===== src/rtl/og_queue_selector.sv =====
module og_queue_selector #(
  parameter int K = 3,
  parameter int N = 3
) (
  input  logic                                    clk,
  input  logic                                    rst_n,
  input  logic [N*K-1:0]                          nonempty,
  input  logic [N*K-1:0]                          matched,
  input  logic                                    og_valid,
  input  logic [((K > 1) ? $clog2(K) : 1)-1:0]    og_mod,
  output logic                                    sel_valid,
  output logic [((N*K > 1) ? $clog2(N*K) : 1)-1:0] sel_queue
);
  localparam int Q  = N * K;
  localparam int QW = (Q > 1) ? $clog2(Q) : 1;
  localparam int PW = (N > 1) ? $clog2(N) : 1;

  logic [K-1:0][PW-1:0] ptr;
  logic [Q-1:0]         elig;
  logic                 grant_ok;
  logic                 hit;
  logic [PW-1:0]        hit_port;
  logic [QW-1:0]        hit_q;

  assign elig     = nonempty & ~matched;
  assign grant_ok = og_valid && (int'(og_mod) < K);
  assign hit_q    = QW'(int'(hit_port) * K + int'(og_mod));

  always_comb begin
    int h;
    hit      = 1'b0;
    hit_port = '0;
    h        = 0;
    if (grant_ok) begin
      for (int o = 0; o < N; o++) begin
        h = (int'(ptr[og_mod]) + o) % N;
        if (!hit && elig[h*K + int'(og_mod)]) begin
          hit      = 1'b1;
          hit_port = PW'(h);
        end
      end
    end
  end

  always_ff @(posedge clk) begin
    if (!rst_n) begin
      sel_valid <= 1'b0;
      sel_queue <= '0;
      ptr       <= '0;
    end else begin
      sel_valid <= hit;
      sel_queue <= hit ? hit_q : '0;
      if (hit)
        ptr[og_mod] <= (int'(hit_port) == N - 1) ? '0 : PW'(int'(hit_port) + 1);
    end
  end

  // chosen queue belongs to the granted module
  p_mod_match_r1: assert property (@(posedge clk) disable iff (!rst_n)
    sel_valid |-> (int'(sel_queue) % K) == int'($past(og_mod)));

  // chosen queue was nonempty and not already matched
  p_elig_only_r3: assert property (@(posedge clk) disable iff (!rst_n)
    sel_valid |-> ((($past(nonempty) & ~$past(matched)) >> sel_queue) & Q'(1)) != '0);

  // nothing eligible gives no selection
  p_none_r4: assert property (@(posedge clk) disable iff (!rst_n)
    (og_valid && (nonempty & ~matched) == '0) |=> (!sel_valid && sel_queue == '0));

  // no grant gives no selection
  p_no_grant_r5: assert property (@(posedge clk) disable iff (!rst_n)
    !og_valid |=> !sel_valid);

  // pointers hold when nothing was selected
  p_ptr_hold_r6: assert property (@(posedge clk) disable iff (!rst_n)
    !sel_valid |-> $stable(ptr));
endmodule


===== config.mk =====
export PLATFORM = sky130hd
export DESIGN_NAME = og_queue_selector
export DESIGN_NICKNAME = d
export VERILOG_FILES = /design/src/rtl/og_queue_selector.sv
export SDC_FILE = /design/constraint.sdc
export NUM_CORES = 1
export LEC_CHECK = 0
export BUFFER_PORTS_ARGS = -buffer_cell sky130_fd_sc_hd__buf_2
export CAP_MARGIN = 20
export CORE_MARGIN = 5
export CORE_UTILIZATION = 30
export DETAILED_ROUTE_END_ITERATION = 12
export HOLD_SLACK_MARGIN = 0.12
export PLACE_DENSITY = 0.57
export SLEW_MARGIN = 0
export SYNTH_ARGS = -nofsm -noshare
export SYNTH_HDL_FRONTEND = slang
export SYNTH_SLANG_ARGS = --single-unit

===== constraint.sdc =====
create_clock -name clk -period 6.47 [get_ports clk]
set_clock_uncertainty 0.05 [all_clocks]
set_input_delay 0.647 -clock clk [delete_from_list [all_inputs] [get_ports clk]]
set_output_delay 0.647 -clock clk [all_outputs]
set_load 0.05 [all_outputs]

==> run_results.csv, run 1 <==
group,metric,value,unit
cells_and_area,stdcell_area,1540,um^2
cells_and_area,final_cell_mix,"27 x buf_2, 22 x nand2_1, 21 x ha_1",
setup_path,crit_top_cell,"ha_1",
logic_synthesis,synthesis.area,1310,um^2
logic_synthesis,synth_cell_type_count,29,
logic_synthesis,syn_inst,141,
setup_path,crit_slowest_cell,"fa_1",
die,rows,24,
logic_synthesis,postSynthAreaPerCell,9.26,um^2
sta,max_slew_margin,63.1,%
sta,finalHoldViolations,0,
setup_path,regToRegStartpoint,"ptr[3]",
grt,grt_start_max_net_pins,11,
sta,rsz0062_at_grt,"false",
routing,first_pass_iters,5,
logic_synthesis,seq_area_frac_synth,16.9,%
clocking,htree_levels,1,
routing,wl_met2,1330,um
routing,drtIter0Drc,45,
clocking,worstSkewPairLatency,240,ps
grt,antenna_found_initial,0,
grt,grt_usage,9.61,%
clocking,cts_sinks,11,
routing,dr_wl_met3,57,um
setup_path,ff2ff_path_depth,18,
setup_path,critPathLaunchType,"primary input",
sta,finalSetupViolations,0,
routing,drcViolationCount,0,
placement,port_buffers,27,
routing,viasPerCell,4.82,
power_and_ir_drop,powerDensity,151,nW/um^2
routing,avgRoutedWirePerCell,11.8,um
sta,worst_slack,857,ps
setup_path,crit_required,6550,ps
cells_and_area,drive_above_1_share,21.8,%
clocking,ctsResizeCount,0,
logic_synthesis,synthesis.nets,190,
power_and_ir_drop,ir_worst_vdd,0.0000621,V
die,start_util,30.4,%
die,core-area,4290,um^2
clocking,cts_buffer_depth,2,
grt,grt_pass1_vias,1143,
routing,vias,1070,
die,die_x,76.0,um
routing,routed_wirelength,2620,um
clocking,cts_setup_buffers,0,
grt,grt_pass1_wl,4820,um
cells_and_area,syn2layout_area_growth,18.2,%
cells_and_area,diodes,0,
logic_synthesis,ys_ff_latch,11,
placement,post-place-ws,558,ps
cells_and_area,nNetsFinal,220,
grt,overflow,0,
hold_path,hold_end,"ptr[1]",
cells_and_area,fillers,451,
hold_path,min_from,"ptr[1]",
placement,place_hpwl,2170,um
sta,period_needed,5610,ps
setup_path,r2r_end,"sel_queue[2]",
clocking,clk_pin_slew,50,ps
cells_and_area,layout_commonest_cell,"buf_2",
setup_path,crit_type,"primary input to register",
sta,worst_hold_slack,409,ps
routing,top_layer_used,"met4",
sta,fmax,0.178,GHz
die,ioPinCount,28,
clocking,cts_buffers,3,
die,die-height,76.0,um
clocking,cts_hold_buf,0,
sta,finalCritPeriodShare,86.8,%
status,outcome,"finished, final reports clean",
hold_path,whs_path_depth,2,
setup_path,critPathArrivalTime,5690,ps
sta,tns,0,ps
flow_run,maxCapViolations,0,
clocking,cts_tree,"done",
logic_synthesis,synth_top_area_share,20.1,%
sta,tightest_slew,539,ps
setup_path,reg2reg_slack,1250,ps
clocking,root_buffer,"clkbuf_8",
setup_path,crit_path_max_fanout,10,
setup_path,worstSetupEndpointType,"register",
die,die_area,5770,um^2
placement,globalplace.congestion,0.762,
power_and_ir_drop,p_leak,0.000684,uW
hold_path,hold_path.class,"register to register",
logic_synthesis,synth_warnings,0,
routing,m1WireLength,1220,um
logic_synthesis,synth_top_area_cell,"ha_1",
logic_synthesis,synth.area.top_cells,"ha_1 20%, dfxtp_1 17%, mux2i_1 9.2%, mux4_2 8.6%, fa_1 7.7%",
power_and_ir_drop,finalPower,233,uW
sta,final_max_slew_viol_count,0,
routing,antenna_left,0,
setup_path,max_stage_delay,600,ps
setup_path,startpoint,"og_mod[1]",
placement,placed_area,1500,um^2
setup_path,crit_chain,"buf_2 -> and2b_1 -> o2bb2ai_4 -> inv_1 -> ha_1 -> ha_1 -> ha_1 -> fa_1 -> mux4_2 -> nand2_1 -> o21ai_0 -> a21oi_1 -> o21ai_0 -> o221a_2 -> fa_1 -> ha_1 -> inv_1 -> fa_1 -> nor2b_1",
## cells by family after synthesis
group | share of synthesized area [%]
compound gates | 12.7
fa+ha+maj | 27.8
buf+inv | 2.88
xor+xnor | 3.36
flops | 16.9
simple gates | 18.6
mux | 17.8
## how the worst max path moves through the flow
stage | endpoint | slack [ps] | cells after the start
CTS | sel_queue[2] | 830 | 19
finish | sel_queue[2] | 860 | 19
global route | sel_queue[2] | 480 | 20
detailed placement | sel_queue[2] | 560 | 19
global placement | sel_queue[2] | 570 | 19
floorplan | sel_queue[2] | 1210 | 18
## flip-flops by register name (all words and copies together), names as in the netlist
name / count
ptr: 6
sel_valid: 1
sel_queue: 4
## metal layers
metal | up-vias | GRT usage [%]
met5 | - | 0
met2 | 12 | 17.2
li1 | 551 | -
met4 | 0 | 1.96
met3 | 3 | 2.25
met1 | 504 | 11.6
## through the flow
step	cells	util, %
2_1_floorplan	141	-
3_3_place_gp	218	34.9
3_5_place_dp	218	34.9
4_1_cts	222	35.9
5_1_grt	222	35.9
6_report	222	35.9
## report_power, final
group | leakage (uW) | internal [uW] | switching, uW
registers | 0.0000890 | 71.2 | 1.11
logic | 0.000572 | 40.6 | 52.2
clock network | 0.0000228 | 43.1 | 24.3
## synthesized netlist by cell type
cell and number:
a21oi_1 5, dfxtp_1 11, nand3_1 1, and2_1 3, a21boi_0 1, fa_1 5, nor2b_1 8, ha_1 21
xnor2_1 2, o21ai_0 9, o221ai_1 1, o32ai_1 1, and2b_1 1, a21o_1 1, mux2i_1 12, a211o_1 1
o21a_1 2, buf_1 2, nor2_1 5, or3b_1 1, nor4_1 2, or4_1 1, mux4_2 5, nand2_1 22
xor2_1 3, inv_1 8, nand2b_1 5, o2bb2ai_4 1, o221a_2 1
## worst max-delay path, delay by kind of cell
family,cells,cell delay [ps]
adder cells (fa/ha/maj),7,2650
AO/OA/AOI/OAI,5,1150
AND/OR/NAND/NOR,3,350
buffers and inverters,3,380
multiplexers,1,510
## layout make-up
type                            instances  area [um^2]  area share [%]
Inverter                                8         30.0            1.95
Timing Repair Buffer                   27          135            8.76
Clock buffer                            4         45.0            2.92
Multi-Input combinational cell        120         1050            67.9
Sequential cell                        11          220            14.3
Tap cell                               52         65.1            4.22
(Power assumes the default switching activity.)
==> run 2, diff against run 1 <==
--- a/config.mk
+++ b/config.mk
@@ -7,7 +7,6 @@
 export LEC_CHECK = 0
 export BUFFER_PORTS_ARGS = -buffer_cell sky130_fd_sc_hd__buf_2
 export CAP_MARGIN = 20
-export CORE_MARGIN = 5
 export CORE_UTILIZATION = 30
 export DETAILED_ROUTE_END_ITERATION = 12
 export HOLD_SLACK_MARGIN = 0.12
==> run 2 against run 1 <==
  * Clock power shrank 0.7%
  * Non-clock buffer count is the same
  * First-iteration DRC count is 47% lower
  * Worst setup slack got worse by 17 ps
  * Global-route usage increased by 2.2 points
==> run_results.csv, run 2 (synthesis results as in run 1) <==
group,metric,value,unit
clocking,cts_sinks,11,
clocking,root_buffer,"clkbuf_8",
sta,rsz0062_at_grt,"false",
routing,viasPerCell,4.77,
setup_path,crit_required,6550,ps
routing,drcViolationCount,0,
clocking,clk_pin_slew,50,ps
cells_and_area,multi_input_area,1050,um^2
sta,period_needed,5630,ps
die,ioPinCount,28,
clocking,cts_hold_buf,0,
grt,grt_start_max_net_pins,11,
power_and_ir_drop,ir_worst_vdd,0.0000671,V
power_and_ir_drop,clockPowerShare,28.9,%
clocking,ctsResizeCount,0,
die,start_util,31.9,%
clocking,worstSkewPairLatency,230,ps
placement,post-place-ws,568,ps
setup_path,critPathLaunchType,"primary input",
status,outcome,"finished, final reports clean",
sta,worst_slack,840,ps
sta,tightest_slew,533,ps
sta,tns,0,ps
clocking,cts_setup_buffers,0,
cells_and_area,fillers,418,
clocking,htree_levels,1,
routing,first_pass_iters,4,
die,die-height,68.0,um
setup_path,max_stage_delay,600,ps
sta,final_max_slew_viol_count,0,
cells_and_area,diodes,0,
cells_and_area,reg_top3,"ptr x6, sel_queue x4, sel_valid x1",
cells_and_area,syn2layout_area_growth,18.0,%
power_and_ir_drop,internal_power,155,uW
flow_run,maxCapViolations,0,
cells_and_area,register_area,220,um^2
setup_path,crit_top_cell,"ha_1",
setup_path,critPathArrivalTime,5710,ps
cells_and_area,drive_above_1_share,21.8,%
setup_path,crit_path_max_fanout,10,
cells_and_area,largest-register,"ptr",
cells_and_area,layout_commonest_cell,"buf_2",
clocking,cts_buffers,3,
power_and_ir_drop,switching_share,33.0,%
clocking,cts_tree,"done",
routing,drtIter0Drc,24,
grt,overflow,0,
placement,place_hpwl,2050,um
sta,finalHoldViolations,0,
grt,grt_pass1_vias,1004,
placement,globalplace.congestion,0.761,
grt,grt_pass1_wl,4170,um
placement,port_buffers,27,
power_and_ir_drop,p_leak,0.000684,uW
die,core-area,4090,um^2
setup_path,crit_slowest_cell,"fa_1",
clocking,cts_buffer_depth,2,
cells_and_area,largest_reg_flops,6,
die,die_x,68.0,um
setup_path,worstSetupEndpointType,"register",
setup_path,crit_type,"primary input to register",
hold_path,hold_path.class,"register to register",
die,die_area,4620,um^2
cells_and_area,final_cell_mix,"27 x buf_2, 22 x nand2_1, 21 x ha_1",
routing,antenna_left,0,
sta,finalSetupViolations,0,
cells_and_area,nNetsFinal,220,
die,rows,23,
routing,routed_wirelength,2500,um
routing,avgRoutedWirePerCell,11.4,um
sta,finalCritPeriodShare,87.0,%
grt,grt_usage,11.8,%
power_and_ir_drop,seqPwrFrac,31.3,%
sta,fmax,0.178,GHz
power_and_ir_drop,powerDensity,150,nW/um^2
grt,antenna_found_initial,0,
sta,max_slew_margin,63.4,%
setup_path,crit_chain,"buf_2 -> and2b_1 -> nand2_1 -> o21a_1 -> inv_1 -> ha_1 -> ha_1 -> ha_1 -> fa_1 -> mux4_2 -> nand2_1 -> o21ai_0 -> a21oi_1 -> o21ai_0 -> o221a_2 -> fa_1 -> ha_1 -> inv_1 -> fa_1 -> nor2b_1",
routing,vias,1050,
power_and_ir_drop,comb_power_share,39.8,%
power_and_ir_drop,p_sw,76.4,uW
run 2: cell counts in the layout (fill, tap and decap cells not counted):
Identical to the previous run, type by type.
run 2: worst max-delay path: cells and delay by family:
family | cells | cell delay, ps
adder cells (fa/ha/maj) | 7 | 2510
buffers and inverters | 3 | 400
multiplexers | 1 | 510
AO/OA/AOI/OAI | 5 | 1160
AND/OR/NAND/NOR | 4 | 460
run 2: area by class of cell:
cell class / count / area share, %
inverters: 8 / 1.95
flip-flops and latches: 11 / 14.3
repair buffers: 27 / 8.77
well taps: 50 / 4.06
clock buffers: 4 / 2.92
multi-input cells: 120 / 68.0
run 2: stage by stage:
stage | util (%) | hold slack (ps) | cells | instance area (um^2) | total power, uW
4_1_cts | 37.7 | 408 | 220 | 1540 | 235
3_5_place_dp | 36.6 | 401 | 216 | 1500 | 166
3_3_place_gp | 36.6 | 400 | 216 | 1500 | 167
5_1_grt | 37.7 | 429 | 220 | 1540 | 249
2_1_floorplan | - | 384 | 141 | 1310 | 143
6_report | 37.7 | 404 | 220 | 1540 | 231
run 2: worst paths after layout:
check	cells after the start	from	to	slack (ps)
max reg2reg	18	ptr[3]	sel_queue[2]	1260
min	2	ptr[1]	ptr[1]	400
max	20	og_mod[0]	sel_queue[2]	840
min reg2reg	2	ptr[1]	ptr[1]	400
run 2: power by group through the flow:
stage,combinational (uW),clock (uW),sequential (uW)
after floorplan,63.0,0,79.8
after global placement,93.6,0,73.6
after detailed placement,92.6,0,73.6
after CTS,92.9,69.6,72.3
after global routing,104,72.7,72.6
final,92.1,66.9,72.3
run 2: per-layer routing:
layer	vias to the layer above	global-route usage [%]	wire, um
li1	548	-	-
met1	491	14.7	1200
met4	0	2.60	0
met3	0	2.50	57
met2	11	20.5	1250
met5	-	0	0
